[src/rtl/sdhost_irq_pkg.sv]
package sdhost_irq_pkg;

    localparam int REG_W = 32;
    localparam int SEL_W = 2;

    typedef enum logic [SEL_W-1:0] {
        SEL_STATUS  = 2'd0,
        SEL_STAT_EN = 2'd1,
        SEL_SIG_EN  = 2'd2,
        SEL_NONE    = 2'd3
    } reg_sel_e;

    // normal event positions
    localparam int B_CMD_DONE  = 0;
    localparam int B_XFER_DONE = 1;
    localparam int B_BLK_GAP   = 2;
    localparam int B_DMA_EVT   = 3;
    localparam int B_WBUF_RDY  = 4;
    localparam int B_RBUF_RDY  = 5;
    localparam int B_CARD_IN   = 6;
    localparam int B_CARD_OUT  = 7;
    localparam int B_CARD_INT  = 8;
    // error event positions
    localparam int B_CMD_TMO   = 16;
    localparam int B_CMD_CRC   = 17;
    localparam int B_CMD_END   = 18;
    localparam int B_CMD_IDX   = 19;
    localparam int B_DAT_TMO   = 20;
    localparam int B_DAT_CRC   = 21;
    localparam int B_DAT_END   = 22;
    localparam int B_DMA_ERR   = 28;

    localparam logic [REG_W-1:0] ONE = {{(REG_W-1){1'b0}}, 1'b1};

    localparam logic [REG_W-1:0] NORMAL_MASK =
        (ONE << B_CMD_DONE) | (ONE << B_XFER_DONE) | (ONE << B_BLK_GAP) |
        (ONE << B_DMA_EVT)  | (ONE << B_WBUF_RDY)  | (ONE << B_RBUF_RDY) |
        (ONE << B_CARD_IN)  | (ONE << B_CARD_OUT);

    localparam logic [REG_W-1:0] ERR_MASK =
        (ONE << B_CMD_TMO) | (ONE << B_CMD_CRC) | (ONE << B_CMD_END) |
        (ONE << B_CMD_IDX) | (ONE << B_DAT_TMO) | (ONE << B_DAT_CRC) |
        (ONE << B_DAT_END) | (ONE << B_DMA_ERR);

    localparam logic [REG_W-1:0] LEVEL_MASK = ONE << B_CARD_INT;
    localparam logic [REG_W-1:0] PULSE_MASK = NORMAL_MASK | ERR_MASK;
    localparam logic [REG_W-1:0] IMPL_MASK  = PULSE_MASK | LEVEL_MASK;

endpackage

[src/rtl/sdhost_irq_enable.sv]
module sdhost_irq_enable
    import sdhost_irq_pkg::*;
#(
    parameter logic [SEL_W-1:0] MY_SEL = SEL_STAT_EN
) (
    input  logic             clk,
    input  logic             rst_n,
    input  logic             wr_en_i,
    input  logic [SEL_W-1:0] wr_sel_i,
    input  logic [REG_W-1:0] wr_data_i,
    output logic [REG_W-1:0] en_o
);

    typedef struct packed {
        logic [REG_W-1:0] en;
    } en_state_t;

    en_state_t st_d, st_q;
    logic      hit;

    always_comb begin
        st_d = st_q;
        hit  = wr_en_i && (wr_sel_i == MY_SEL);
        if (hit) begin
            st_d.en = wr_data_i & IMPL_MASK;
        end
    end

    always_ff @(posedge clk or negedge rst_n) begin
        if (!rst_n) begin
            st_q <= '0;
        end else begin
            st_q <= st_d;
        end
    end

    assign en_o = st_q.en;


    hold_when_unselected_chk: assert property (@(posedge clk) disable iff (!rst_n)
        !(wr_en_i && (wr_sel_i == MY_SEL)) |=> $stable(en_o));

endmodule

[src/rtl/sdhost_irq_status.sv]
module sdhost_irq_status
    import sdhost_irq_pkg::*;
(
    input  logic             clk,
    input  logic             rst_n,
    input  logic [REG_W-1:0] evt_i,
    input  logic             card_irq_i,
    input  logic [REG_W-1:0] sten_i,
    input  logic [REG_W-1:0] clr_i,
    output logic [REG_W-1:0] sta_o
);

    typedef struct packed {
        logic [REG_W-1:0] sta;
    } sta_state_t;

    sta_state_t st_d, st_q;
    logic [REG_W-1:0] nxt;

    logic unused_sink;
    assign unused_sink = ^{evt_i & ~PULSE_MASK, clr_i & ~PULSE_MASK, sten_i & ~IMPL_MASK};

    for (genvar k = 0; k < REG_W; k++) begin : g_bit
        if (LEVEL_MASK[k]) begin : g_level
            // level bit: tracks request, acknowledge cannot drop it
            always_comb nxt[k] = card_irq_i & sten_i[k];


            card_follow_chk: assert property (@(posedge clk) disable iff (!rst_n)
                1'b1 |=> (sta_o[k] == $past(card_irq_i && sten_i[k])));
        end else if (PULSE_MASK[k]) begin : g_pulse
            // set has priority over clear
            always_comb nxt[k] = (st_q.sta[k] & ~clr_i[k]) | (evt_i[k] & sten_i[k]);


            rise_needs_event_chk: assert property (@(posedge clk) disable iff (!rst_n)
                $rose(sta_o[k]) |-> $past(evt_i[k] && sten_i[k]));

            event_wins_chk: assert property (@(posedge clk) disable iff (!rst_n)
                (evt_i[k] && sten_i[k]) |=> sta_o[k]);

            clear_works_chk: assert property (@(posedge clk) disable iff (!rst_n)
                (clr_i[k] && !(evt_i[k] && sten_i[k])) |=> !sta_o[k]);
        end else begin : g_none
            always_comb nxt[k] = 1'b0;
        end
    end

    always_comb begin
        st_d     = st_q;
        st_d.sta = nxt;
    end

    always_ff @(posedge clk or negedge rst_n) begin
        if (!rst_n) begin
            st_q <= '0;
        end else begin
            st_q <= st_d;
        end
    end

    assign sta_o = st_q.sta;

endmodule

[src/rtl/sdhost_irq_out.sv]
module sdhost_irq_out
    import sdhost_irq_pkg::*;
(
    input  logic             clk,
    input  logic             rst_n,
    input  logic [REG_W-1:0] sta_i,
    input  logic [REG_W-1:0] sten_i,
    input  logic [REG_W-1:0] sig_i,
    input  logic [SEL_W-1:0] rd_sel_i,
    output logic [REG_W-1:0] rd_data_o,
    output logic             irq_o,
    output logic             err_o
);

    always_comb begin
        irq_o = |(sta_i & sig_i);
        err_o = |(sta_i & ERR_MASK);
        unique case (rd_sel_i)
            SEL_STATUS:  rd_data_o = sta_i;
            SEL_STAT_EN: rd_data_o = sten_i;
            SEL_SIG_EN:  rd_data_o = sig_i;
            default:     rd_data_o = '0;
        endcase
    end


    irq_needs_sig_chk: assert property (@(posedge clk) disable iff (!rst_n)
        (sig_i == '0) |-> !irq_o);

    err_ignores_normal_chk: assert property (@(posedge clk) disable iff (!rst_n)
        ((sta_i & ERR_MASK) == '0) |-> !err_o);

endmodule

[src/rtl/sdhost_irq_ctrl.sv]
module sdhost_irq_ctrl
    import sdhost_irq_pkg::*;
(
    input  logic             clk,
    input  logic             rst_n,
    input  logic [31:0]      evt_i,
    input  logic             card_irq_i,
    input  logic             wr_en_i,
    input  logic [1:0]       wr_sel_i,
    input  logic [31:0]      wr_data_i,
    input  logic [1:0]       rd_sel_i,
    output logic [31:0]      rd_data_o,
    output logic             irq_o,
    output logic             err_o
);

    logic [REG_W-1:0] sten_q;
    logic [REG_W-1:0] sig_q;
    logic [REG_W-1:0] sta_q;
    logic [REG_W-1:0] clr;

    assign clr = (wr_en_i && (wr_sel_i == SEL_STATUS)) ? wr_data_i : '0;

    sdhost_irq_enable #(.MY_SEL(SEL_STAT_EN)) u_stat_en (
        .clk       (clk),
        .rst_n     (rst_n),
        .wr_en_i   (wr_en_i),
        .wr_sel_i  (wr_sel_i),
        .wr_data_i (wr_data_i),
        .en_o      (sten_q)
    );

    sdhost_irq_enable #(.MY_SEL(SEL_SIG_EN)) u_sig_en (
        .clk       (clk),
        .rst_n     (rst_n),
        .wr_en_i   (wr_en_i),
        .wr_sel_i  (wr_sel_i),
        .wr_data_i (wr_data_i),
        .en_o      (sig_q)
    );

    sdhost_irq_status u_status (
        .clk        (clk),
        .rst_n      (rst_n),
        .evt_i      (evt_i),
        .card_irq_i (card_irq_i),
        .sten_i     (sten_q),
        .clr_i      (clr),
        .sta_o      (sta_q)
    );

    sdhost_irq_out u_out (
        .clk       (clk),
        .rst_n     (rst_n),
        .sta_i     (sta_q),
        .sten_i    (sten_q),
        .sig_i     (sig_q),
        .rd_sel_i  (rd_sel_i),
        .rd_data_o (rd_data_o),
        .irq_o     (irq_o),
        .err_o     (err_o)
    );


    latched_survives_disable_chk: assert property (@(posedge clk) disable iff (!rst_n)
        (sta_q[2] && !clr[2]) |=> sta_q[2]);

endmodule

[config.mk]
export PLATFORM = sky130hd
export DESIGN_NAME = sdhost_irq_ctrl
export DESIGN_NICKNAME = d
export VERILOG_FILES = /design/src/rtl/sdhost_irq_pkg.sv /design/src/rtl/sdhost_irq_enable.sv /design/src/rtl/sdhost_irq_status.sv /design/src/rtl/sdhost_irq_out.sv /design/src/rtl/sdhost_irq_ctrl.sv
export SDC_FILE = /design/constraint.sdc
export NUM_CORES = 1
export LEC_CHECK = 0
export ABC_CLOCK_PERIOD_IN_PS = 1600
export BUFFER_PORTS_ARGS = -buffer_cell sky130_fd_sc_hd__buf_4
export CAP_MARGIN = 20
export CORE_MARGIN = 2
export CORE_UTILIZATION = 25
export CTS_BUF_LIST = sky130_fd_sc_hd__clkbuf_8
export CTS_CLUSTER_SIZE = 25
export DETAILED_ROUTE_END_ITERATION = 8
export GPL_TIMING_DRIVEN = 0
export PLACE_DENSITY = 0.53
export SLEW_MARGIN = 30
export SYNTH_ARGS = -nofsm -noshare
export SYNTH_HDL_FRONTEND = slang
export SYNTH_SLANG_ARGS = --single-unit
[constraint.sdc]
create_clock -name clk -period 1.6 [get_ports clk]
set_input_delay 0.32 -clock clk [delete_from_list [all_inputs] [get_ports clk]]
set_output_delay 0.32 -clock clk [all_outputs]
set_load 0.03 [all_outputs]
; ---- Yosys cells after proc, flatten, opt, wreduce, memory -nomap -nowiden
; Cells that the tools add are included.
[op_classes]
addsub = 0
mul = 0
div_mod_pow = 0
n_lt_le_gt_ge = 0
eq_ne = 4
shifts = 0
muxes = 2
bitwise_logic = 66
reduce_logical = 7
[ops]
columns = cell, count
row1 = one-hot mux 29 bit (3 select lines), 1
row2 = bitwise AND 1 bit, 33
row3 = OR reduction 32 bit, 1
row4 = bitwise AND 29 bit, 1
row5 = 2-to-1 mux 29 bit, 1
row6 = inverter 1 bit, 16
row7 = OR 1 bit, 16
row8 = OR reduction 8 bit, 1
row9 = "== test 2 x 1 -> 1 bit, second input constant", 2
row10 = "== test 2 bit, second input constant", 2
row11 = zero test 2 bit, 2
row12 = logical AND 1 bit, 3
[word_totals]
regBits = 51
latchBits = 0
ramBits = 0
mem_bits_ro = 0
in_bits = 72
out_inout_bits = 34
elab_cells = 82
memories = 0

; ---- Depth between registers and ports, before layout
; Gate-level depths: netlist of the first run.
[depth]
word_depth = 6
depth_mapped = 6
depth_no_buf = 4

; ---- By module
; A second synthesis of the first run with hierarchy kept.
[unflattened]
hier_cells = 359
area_unflattened_um2 = 3853.7
[by_module_without_submodules]
columns = module, instances, cells_per_inst, area_each_um2
row1 = sdhost_irq_enable, 2, 52, 802.0
row2 = sdhost_irq_out, 1, 132, 830.8
row3 = sdhost_irq_status, 1, 82, 808.3
row4 = sdhost_irq_ctrl, 1, 41, 610.6

; ---- Worst setup path before layout of the first run
; Ideal clock, no wire load.
[synth_path]
path_type = input to output
start = input rd_sel_i[0]
end = output rd_data_o[16]
arrival_ns = 1.536
required_time_ns = 1.280
path_slack_ns = -0.256
stages = 4
path_buffers = 2
path_cell_list = buf_4 -> buf_2 -> mux2i_1 -> o21ai_0
[synth_between]
elab_chain_len = 2
elab_cells_between_ends = 4
classes_between = eq/ne (2) / mux (1) / reduce/logical (1)
[synth_rtl]
columns = item, line_no
row1 = start: declaration, sdhost_irq_ctrl.sv:11  ; input logic [1:0] rd_sel_i,
row2 = == test 2 bit (tied with other cells), sdhost_irq_out.sv:18  ; unique case (rd_sel_i)
row3 = one-hot mux 29 bit (3 select lines) *, sdhost_irq_out.sv:18
row4 = end: declaration, sdhost_irq_ctrl.sv:12  ; output logic [31:0] rd_data_o,
; Every way passes the cells marked *; elsewhere a longest branch is shown, timed or not.

; ---- Final worst setup path of the first run
[layout_path]
start = register u_status.st_q, in the netlist u_status.sta_o[21]
end = output irq_o
[layout_between]
elab_chain_len = 2
[layout_rtl]
columns = item, line_no
row1 = start: declaration, sdhost_irq_status.sv:17  ; sta_state_t st_d, st_q;
row2 = start signal: assignment, sdhost_irq_status.sv:58  ; st_q <= st_d;
row3 = bitwise AND 29 bit, sdhost_irq_out.sv:16  ; irq_o = |(sta_i & sig_i);
row4 = OR reduction 32 bit, sdhost_irq_out.sv:16
row5 = end: declaration, sdhost_irq_ctrl.sv:13  ; output logic irq_o,
; Every way passes these cells.

==> results.toml, run 1 <==
[floorplanning]
fp-row-count = 36
io_pins = 106
die_h_microns = 104
die-area_sq_um = 10900
core_sq_um = 9770
initial_utilization_pct = 25.7
die-width_microns = 104

[synthesis]
ys_warn_count = 0
ys_ff_latch = 51
synthCells = 211
avgSynthCellArea_sq_um = 11.9
yosys_most_used_dff = "dfrtp_1"
async_flop_share_pct = 100
netlist_area_sq_um = 2520
ys_seq_area_share_pct = 50.7
synth-edff-count = 0
ys_types = 21

[global_routing]
grt_max_degree = 52
grt_pass1_vias = 1897
grt.overflow.total = 0
antenna_found_initial = 0
grt_pass1_wl_mm = 10.6
grtUsageTotal_pct = 12.7

[timing]
fin_ws_ps = -389
slew_headroom_pct = 54.7
timing.fmax_mhz = 503
hold_viol_final = 0
drv_slew = 0
fin_crit_ps = 1990
finalCritPeriodShare_pct = 124
rsz0062_at_grt = "true"
tightest_slew_ps = 679
fin_skew_ps = 15.7
setup_viol = 2

[worst_setup_path]
cp_top_family = "flip-flops"
slowest_delay_ps = 440
cp-start-kind = "flip-flop"
crit_type = "flip-flop to output port"
cp.arrival_ps = 1670
critPathSlowestCell = "dfrtp_1"
crit_chain = "a22o_1 -> a221oi_2 -> and3_1 -> nand3_2 -> buf_6"
required_ps = 1280
cp-end-kind = "output port"
worstPathMaxFanout = 4
worstPathBufferInverterCount = 1

[clock_tree]
clock_latency_ps = 310
holdBufCountCts = 0
clkSinkCount = 51
cts_buffers = 5
clk_pin_slew_ps = 100
cts_tree = "built"
clockRootBuffer = "clkbuf_8"
clockBufferDepth = 2
htreeDepth = 2

[final_layout]
antenna_cells = 0
fillers = 990
areaGrowthSynthToFinish_pct = 37.6
drive_gt1_share_pct = 49.8
final_cell_area_sq_um = 3460
final_net_count = 368
final_util_pct = 35.4

[place]
place_area_sq_um = 3210
gp_congestion = 0.765
port_buffers = 58
hpwl_mm = 4.84

[route]
wl_mm = 6.92
final_antenna_net_count = 0
via_per_inst = 4.43
firstDrtPassIters = 4
drc = 0
wire_per_inst_microns = 16.1
drtIter0Drc = 78
num_vias = 1903

[pwr]
p_per_area_nw_per_um2 = 1020
irDropWorstVdd_mv = 0.413
p_leak_nw = 1.62
total_power_mw = 3.55

[status]
violations = "setup timing"
status = "complete, but fails checks"

[job]
cap_violations = 0

[hold_path]
hold_path.class = "primary input to async pin"
==> Yosys cell counts (2+ instances only) <==
library cell | count | area, sq um
nand2_1 | 35 | 131
nand3b_4 | 2 | 40.0
a22oi_1 | 4 | 30.0
a22o_1 | 17 | 149
buf_4 | 18 | 135
mux2i_1 | 17 | 170
o21ai_0 | 17 | 85.1
dfrtp_1 | 51 | 1280
nor4_1 | 2 | 12.5
a221oi_1 | 2 | 17.5
buf_2 | 3 | 15.0
mux2_2 | 34 | 383
==> registers in the layout, summed over array words and instances (netlist names) <==
| register | flops |
|---|---|
| u_sig_en.en_o | 17 |
| u_status.sta_o | 17 |
| u_stat_en.en_o | 17 |
==> cell families (layout without fill, tap and decap cells) <==
group	count (synthesis)	count (layout)	share of synthesized area [%]
other	1	15	0.149
AO/OA/AOI/OAI	41	41	11.6
AND/OR/NAND/NOR	44	44	9.00
buffers and inverters	23	95	6.56
multiplexers	51	51	22.0
flip-flops	51	51	50.7
==> stage by stage <==
stage | worst slack, ps | hold slack (ps) | instances | setup TNS (ps)
after floorplan | 3.44 | 24.4 | 225 | 0
after global placement | -220 | 407 | 416 | -2280
after detailed placement | -240 | 406 | 416 | -2250
after CTS | -373 | 57.9 | 425 | -457
after global routing | -485 | 76.7 | 430 | -669
final | -389 | 35.7 | 430 | -445
==> final timing paths <==
check	slack [ps]	depth (start not counted)	end	startpoint
max reg2reg	750	2	u_status.sta_o[19]$_DFF_PN0_	u_status.sta_o[19]$_DFF_PN0_
max	-390	5	irq_o	u_status.sta_o[21]$_DFF_PN0_
min in group clk	220	2	u_status.sta_o[28]$_DFF_PN0_	evt_i[28]
min reg2reg	520	1	u_status.sta_o[8]$_DFF_PN0_	u_stat_en.en_o[8]$_DFFE_PN0P_
min	40	1	u_status.sta_o[20]$_DFF_PN0_	rst_n
max in group asynchronous	1090	1	u_status.sta_o[19]$_DFF_PN0_	rst_n
==> layout by cell type, fill, tap and decap left out, types with 2 or more instances in the layout <==
master | synthesis | final
a221oi_2 | 0 | 2
a22o_1 | 17 | 17
a22oi_1 | 4 | 4
buf_4 | 18 | 70
buf_6 | 1 | 14
clkbuf_8 | 0 | 6
conb_1 | 1 | 15
dfrtp_1 | 51 | 50
mux2_2 | 34 | 34
mux2i_1 | 17 | 17
nand2_1 | 35 | 35
nand3b_4 | 2 | 2
o21ai_0 | 17 | 3
o21ai_1 | 0 | 2
o21ai_2 | 0 | 12
==> routing by layer <==
layer  GRT usage [%]  up-vias  share of wire (%)
met5               0        -                  0
met4            4.25        0                1.4
met3            2.82        8                5.0
met2            19.7       70                 45
met1            17.6      919                 49
li1                -      906                  -
==> power breakdown <==
group | internal (mW) | switching (mW) | total (mW)
registers | 1.52 | 0.215 | 1.74
logic | 0.519 | 0.508 | 1.03
clock network | 0.349 | 0.436 | 0.786
==> cell type report <==
| cell class | instances | area [sq um] | area share [%] |
|---|---|---|---|
| plain buffers | 23 | 189 | 5.46 |
| clock buffers | 6 | 82.6 | 2.38 |
| clock inverters | 2 | 12.5 | 0.361 |
| multi-input cells | 151 | 1200 | 34.5 |
| flip-flops and latches | 51 | 1280 | 36.9 |
| well taps | 133 | 166 | 4.80 |
| repair buffers | 64 | 539 | 15.6 |
==> what timing repair did <==
action | CTS | global route
cloned | 0 | 1
setup endpoints to repair | 12 | 14
pin swaps | 3 | 1
resized for setup | 15 | 15
setup buffers | 1 | 4
Power figures use the tool's default switching activity.
==> run 2, diff against run 1 <==
Settings changed: ABC_AREA from default to 1.
==> results.toml, run 2 <==
[final_layout]
final_common_cell = "nand2_1"
drive_gt1_share_pct = 27.4
final_cell_area_sq_um = 3440
final_net_count = 487
fin_cells = 549
areaGrowthSynthToFinish_pct = 37.5
antenna_cells = 0
layout_common_cells = "142 x nand2_1, 81 x buf_4, 51 x dfrtp_1"

[floorplanning]
fp-row-count = 36
initial_utilization_pct = 25.7
die_h_microns = 104
die-width_microns = 104
die-area_sq_um = 10800
io_pins = 106
core_sq_um = 9730

[worst_setup_path]
cp.arrival_ps = 1320
r2r-end = "u_status.sta_o[17]$_DFF_PN0_"
timing.rr.start = "u_status.sta_o[17]$_DFF_PN0_"
crit_type = "flip-flop to output port"
slowest_delay_ps = 430
critPathSlowestCell = "dfrtp_1"
r2r_slack_ps = 790
cp-end-kind = "output port"
worstPathBufferInverterCount = 1
cp-start-kind = "flip-flop"
required_ps = 1280
worstPathMaxFanout = 4
crit_chain = "nor4_2 -> nand2_1 -> buf_6"
reg2reg_depth = 3
cp_top_family = "flip-flops"

[synthesis]
yosys_most_used_dff = "dfrtp_1"
synth_common_cells = "142 x nand2_1, 51 x dfrtp_1, 36 x o21ai_1"
synth_area_leader_cell = "dfrtp_1"
ys_types = 15
synthCells = 324
netlist_area_sq_um = 2500
ys_ff_latch = 51
ys_top_cells_by_area = "dfrtp_1 51%, nand2_1 21%, o21ai_1 7.2%"
ys_warn_count = 0
synth_most_common_cell = "nand2_1"
ys_seq_area_share_pct = 51.1
avgSynthCellArea_sq_um = 7.72
async_flop_share_pct = 100
synth_top_area_share_pct = 51.1
synth-edff-count = 0

[timing]
hold_viol_final = 0
slew_headroom_pct = 55.1
timing.fmax_mhz = 610
finalCritPeriodShare_pct = 102
whs_ps = 37.5
setup_viol = 2
fin_skew_ps = 2.37
drv_slew = 0
fin_crit_ps = 1640
tightest_slew_ps = 673
rsz0062_at_grt = "true"
fin_ws_ps = -39.7
tns_ps = -68.7

[route]
final_antenna_net_count = 0
wire_per_inst_microns = 12.9
drtIter0Drc = 96
drc = 0
via_per_inst = 4.13
firstDrtPassIters = 4
wl_mm = 7.06
num_vias = 2268

[place]
port_buffers = 59
placed_cells = 530
place_area_sq_um = 3160
hpwl_mm = 4.96
gp_congestion = 0.765

[status]
violations = "setup timing"
status = "complete, but fails checks"

[pwr]
irDropWorstVdd_mv = 0.515
p_per_area_nw_per_um2 = 1100
p_leak_nw = 1.76
total_power_mw = 3.77

[clock_tree]
holdBufCountCts = 0
clock_latency_ps = 310
clockBufferDepth = 2
htreeDepth = 2
clkSinkCount = 51
clockRootBuffer = "clkbuf_8"
clk_pin_slew_ps = 100
cts_buffers = 5
cts_tree = "built"

[job]
cap_violations = 0

[global_routing]
antenna_found_initial = 0
grt_max_degree = 52
grt.overflow.total = 0
grt_pass1_vias = 2320
grt_pass1_wl_mm = 11.6
grtUsageTotal_pct = 13.6

[hold_path]
hold_path.class = "primary input to async pin"
==> run 2: worst max path at each step <==
stage | from | end | depth (start not counted)
floorplan | rd_sel_i[1] | rd_data_o[16] | 6
global placement | rd_sel_i[1] | rd_data_o[20] | 6
detailed placement | rd_sel_i[1] | rd_data_o[22] | 6
CTS | u_status.sta_o[28]$_DFF_PN0_ | err_o | 3
global route | u_status.sta_o[16]$_DFF_PN0_ | irq_o | 7
finish | u_status.sta_o[28]$_DFF_PN0_ | err_o | 3
==> run 2: logic make-up after synthesis <==
group	Yosys count	share of synthesized area (%)
compound gates	50	10.0
buf+inv	49	10.4
flops	51	51.1
other cells	1	0.150
simple gates	173	28.4
==> run 2: per-layer routing <==
| layer | global-route usage (%) | wire length, microns |
|---|---|---|
| met1 | 17.4 | 3240 |
| met2 | 23.5 | 3400 |
| met3 | 2.57 | 323 |
| met4 | 3.76 | 90 |
| met5 | 0 | 0 |
==> run 2: report_power, final <==
group | total, mW | leakage (nW) | switching (mW) | internal [mW]
clock | 1.07 | 0.0644 | 0.451 | 0.624
combinational | 1.01 | 1.10 | 0.588 | 0.423
sequential | 1.69 | 0.602 | 0.176 | 1.51
==> run 2: repair_timing <==
item	in CTS	in global routing
setup buffers	5	6
gates resized for setup	9	5
setup endpoints to repair	12	12
pin swaps	4	1
gates cloned	0	0
==> run 2: metrics by stage <==
step	util, %	worst slack [ps]
after floorplan	-	249
after global placement	32.5	-134
after detailed placement	32.5	-123
after CTS	34.7	-45.3
after global routing	35.3	-143
final	35.3	-39.7
==> run 2: worst reg2reg max path, delay by kind of cell (launching register included) <==
kind	cells	cell delay (ps)
and+or+nand+nor	1	70
AOI/OAI and AO/OA	1	60
buffers and inverters	1	150
DFF	1	420
==> run 2: cell type report <==
cell class	instances	area, sq um
inverter	24	92.6
fill	1064	6290
multi-input combinational	238	1040
buffer	25	181
clock inverter	3	67.6
clock buffer	5	68.8
sequential	51	1280
timing repair buffer	70	544
tap	133	166
==> run 3, diff against run 2 <==
Settings changed: CAP_MARGIN 20 to default, TNS_END_PERCENT from default to 20.
==> results.toml, run 3 (same netlist as run 2, synthesis figures left out) <==
[route]
final_antenna_net_count = 0
wl_mm = 7.05
wire_per_inst_microns = 13.0
num_vias = 2297
via_per_inst = 4.22
drc = 0
firstDrtPassIters = 4
drtIter0Drc = 69

[global_routing]
grt.overflow.total = 0
antenna_found_initial = 0
grtUsageTotal_pct = 13.6
grt_max_degree = 52
grt_pass1_wl_mm = 11.6
grt_pass1_vias = 2307

[worst_setup_path]
cp.arrival_ps = 1320
critPathSlowestCell = "dfrtp_1"
r2r-end = "u_status.sta_o[21]$_DFF_PN0_"
slowest_delay_ps = 430
cp-start-kind = "flip-flop"
required_ps = 1280
cp-end-kind = "output port"
cp_top_family = "flip-flops"
reg2reg_depth = 3
r2r_slack_ps = 800
timing.rr.start = "u_status.sta_o[21]$_DFF_PN0_"
crit_type = "flip-flop to output port"
worstPathBufferInverterCount = 1
worstPathMaxFanout = 4
crit_chain = "nor4_2 -> nand2_1 -> buf_6"

[timing]
timing.fmax_mhz = 612
slew_headroom_pct = 55.9
finalCritPeriodShare_pct = 102
rsz0062_at_grt = "true"
hold_viol_final = 0
drv_slew = 0
tns_ps = -64.9
setup_viol = 2
tightest_slew_ps = 661
fin_crit_ps = 1640
fin_skew_ps = 4.19
fin_ws_ps = -35.3

[clock_tree]
htreeDepth = 2
holdBufCountCts = 0
clkSinkCount = 51
cts_tree = "built"
clk_pin_slew_ps = 100
cts_buffers = 5
clockBufferDepth = 2
clockRootBuffer = "clkbuf_8"
clock_latency_ps = 300

[hold_path]
hold_path.class = "primary input to async pin"

[status]
status = "complete, but fails checks"
violations = "setup timing"

[place]
placed_cells = 530
post-place-ws_ps = -123
hpwl_mm = 4.96
port_buffers = 59
gp_congestion = 0.765

[floorplanning]
core_sq_um = 9730
die-area_sq_um = 10800
initial_utilization_pct = 25.7
die-width_microns = 104
die_h_microns = 104
fp-row-count = 36
io_pins = 106

[pwr]
p_leak_nw = 1.74
irDropWorstVdd_mv = 0.502
p_per_area_nw_per_um2 = 1100
total_power_mw = 3.75

[final_layout]
multi_input_area_sq_um = 1040
antenna_cells = 0
register_area_sq_um = 1280
drive_gt1_share_pct = 26.8
fin_cells = 544
final_net_count = 482
fillers = 1070
final_common_cell = "nand2_1"
layout_common_cells = "142 x nand2_1, 78 x buf_4, 51 x dfrtp_1"
areaGrowthSynthToFinish_pct = 35.8

[job]
cap_violations = 0
run 3: what timing repair did:
item | in CTS | in global routing
pin swaps | 4 | 0
setup buffers | 3 | 3
gates resized for setup | 9 | 5
endpoints found under the setup margin | 12 | 12
run 3: power breakdown:
group,switching [mW],internal (mW)
Sequential,0.178,1.51
Combinational,0.585,0.409
Clock,0.443,0.624
run 3: cell type report:
class	count	share of cell area, %
sequential	51	37.6
timing repair buffer	65	14.7
clock buffer	5	2.03
tap	133	4.90
clock inverter	3	1.99
multi-input combinational	238	30.6
buffer	25	5.45
inverter	24	2.73
run 3: worst max-delay path by stage:
stage | from | end | slack (ps) | cells after the start
finish | u_status.sta_o[28]$_DFF_PN0_ | err_o | -40 | 3
global route | u_status.sta_o[3]$_DFF_PN0_ | irq_o | -140 | 7
global placement | rd_sel_i[1] | rd_data_o[20] | -130 | 6
floorplan | rd_sel_i[1] | rd_data_o[16] | 250 | 6
CTS | u_status.sta_o[28]$_DFF_PN0_ | err_o | -50 | 3
detailed placement | rd_sel_i[1] | rd_data_o[22] | -120 | 6
run 3: worst register-to-register path, delay by kind of cell, from the launching register on:
kind	cells	cell delay (ps)
AO/OA/AOI/OAI	1	70
buffers and inverters	1	150
flip-flops	1	420
AND/OR/NAND/NOR	1	60
run 3: per-stage QoR:
| stage | hold WS (ps) | utilization (%) | instance area [sq um] |
|---|---|---|---|
| detailed placement | 400 | 32.5 | 3160 |
| floorplan | 24.4 | - | 2550 |
| CTS | 56.0 | 34.5 | 3360 |
| global placement | 398 | 32.5 | 3160 |
| global route | 86.2 | 34.9 | 3400 |
| finish | 32.7 | 34.9 | 3400 |
run 3: routing by layer:
| metal | vias up | part of all wire (%) | routed length [microns] | global-route usage, % |
|---|---|---|---|---|
| met5 | - | 0 | 0 | 0 |
| met3 | 7 | 5.6 | 393 | 2.57 |
| met1 | 1056 | 45 | 3170 | 17.4 |
| met2 | 70 | 48 | 3390 | 23.4 |
| li1 | 1164 | - | - | - |
| met4 | 0 | 1.3 | 94 | 3.76 |
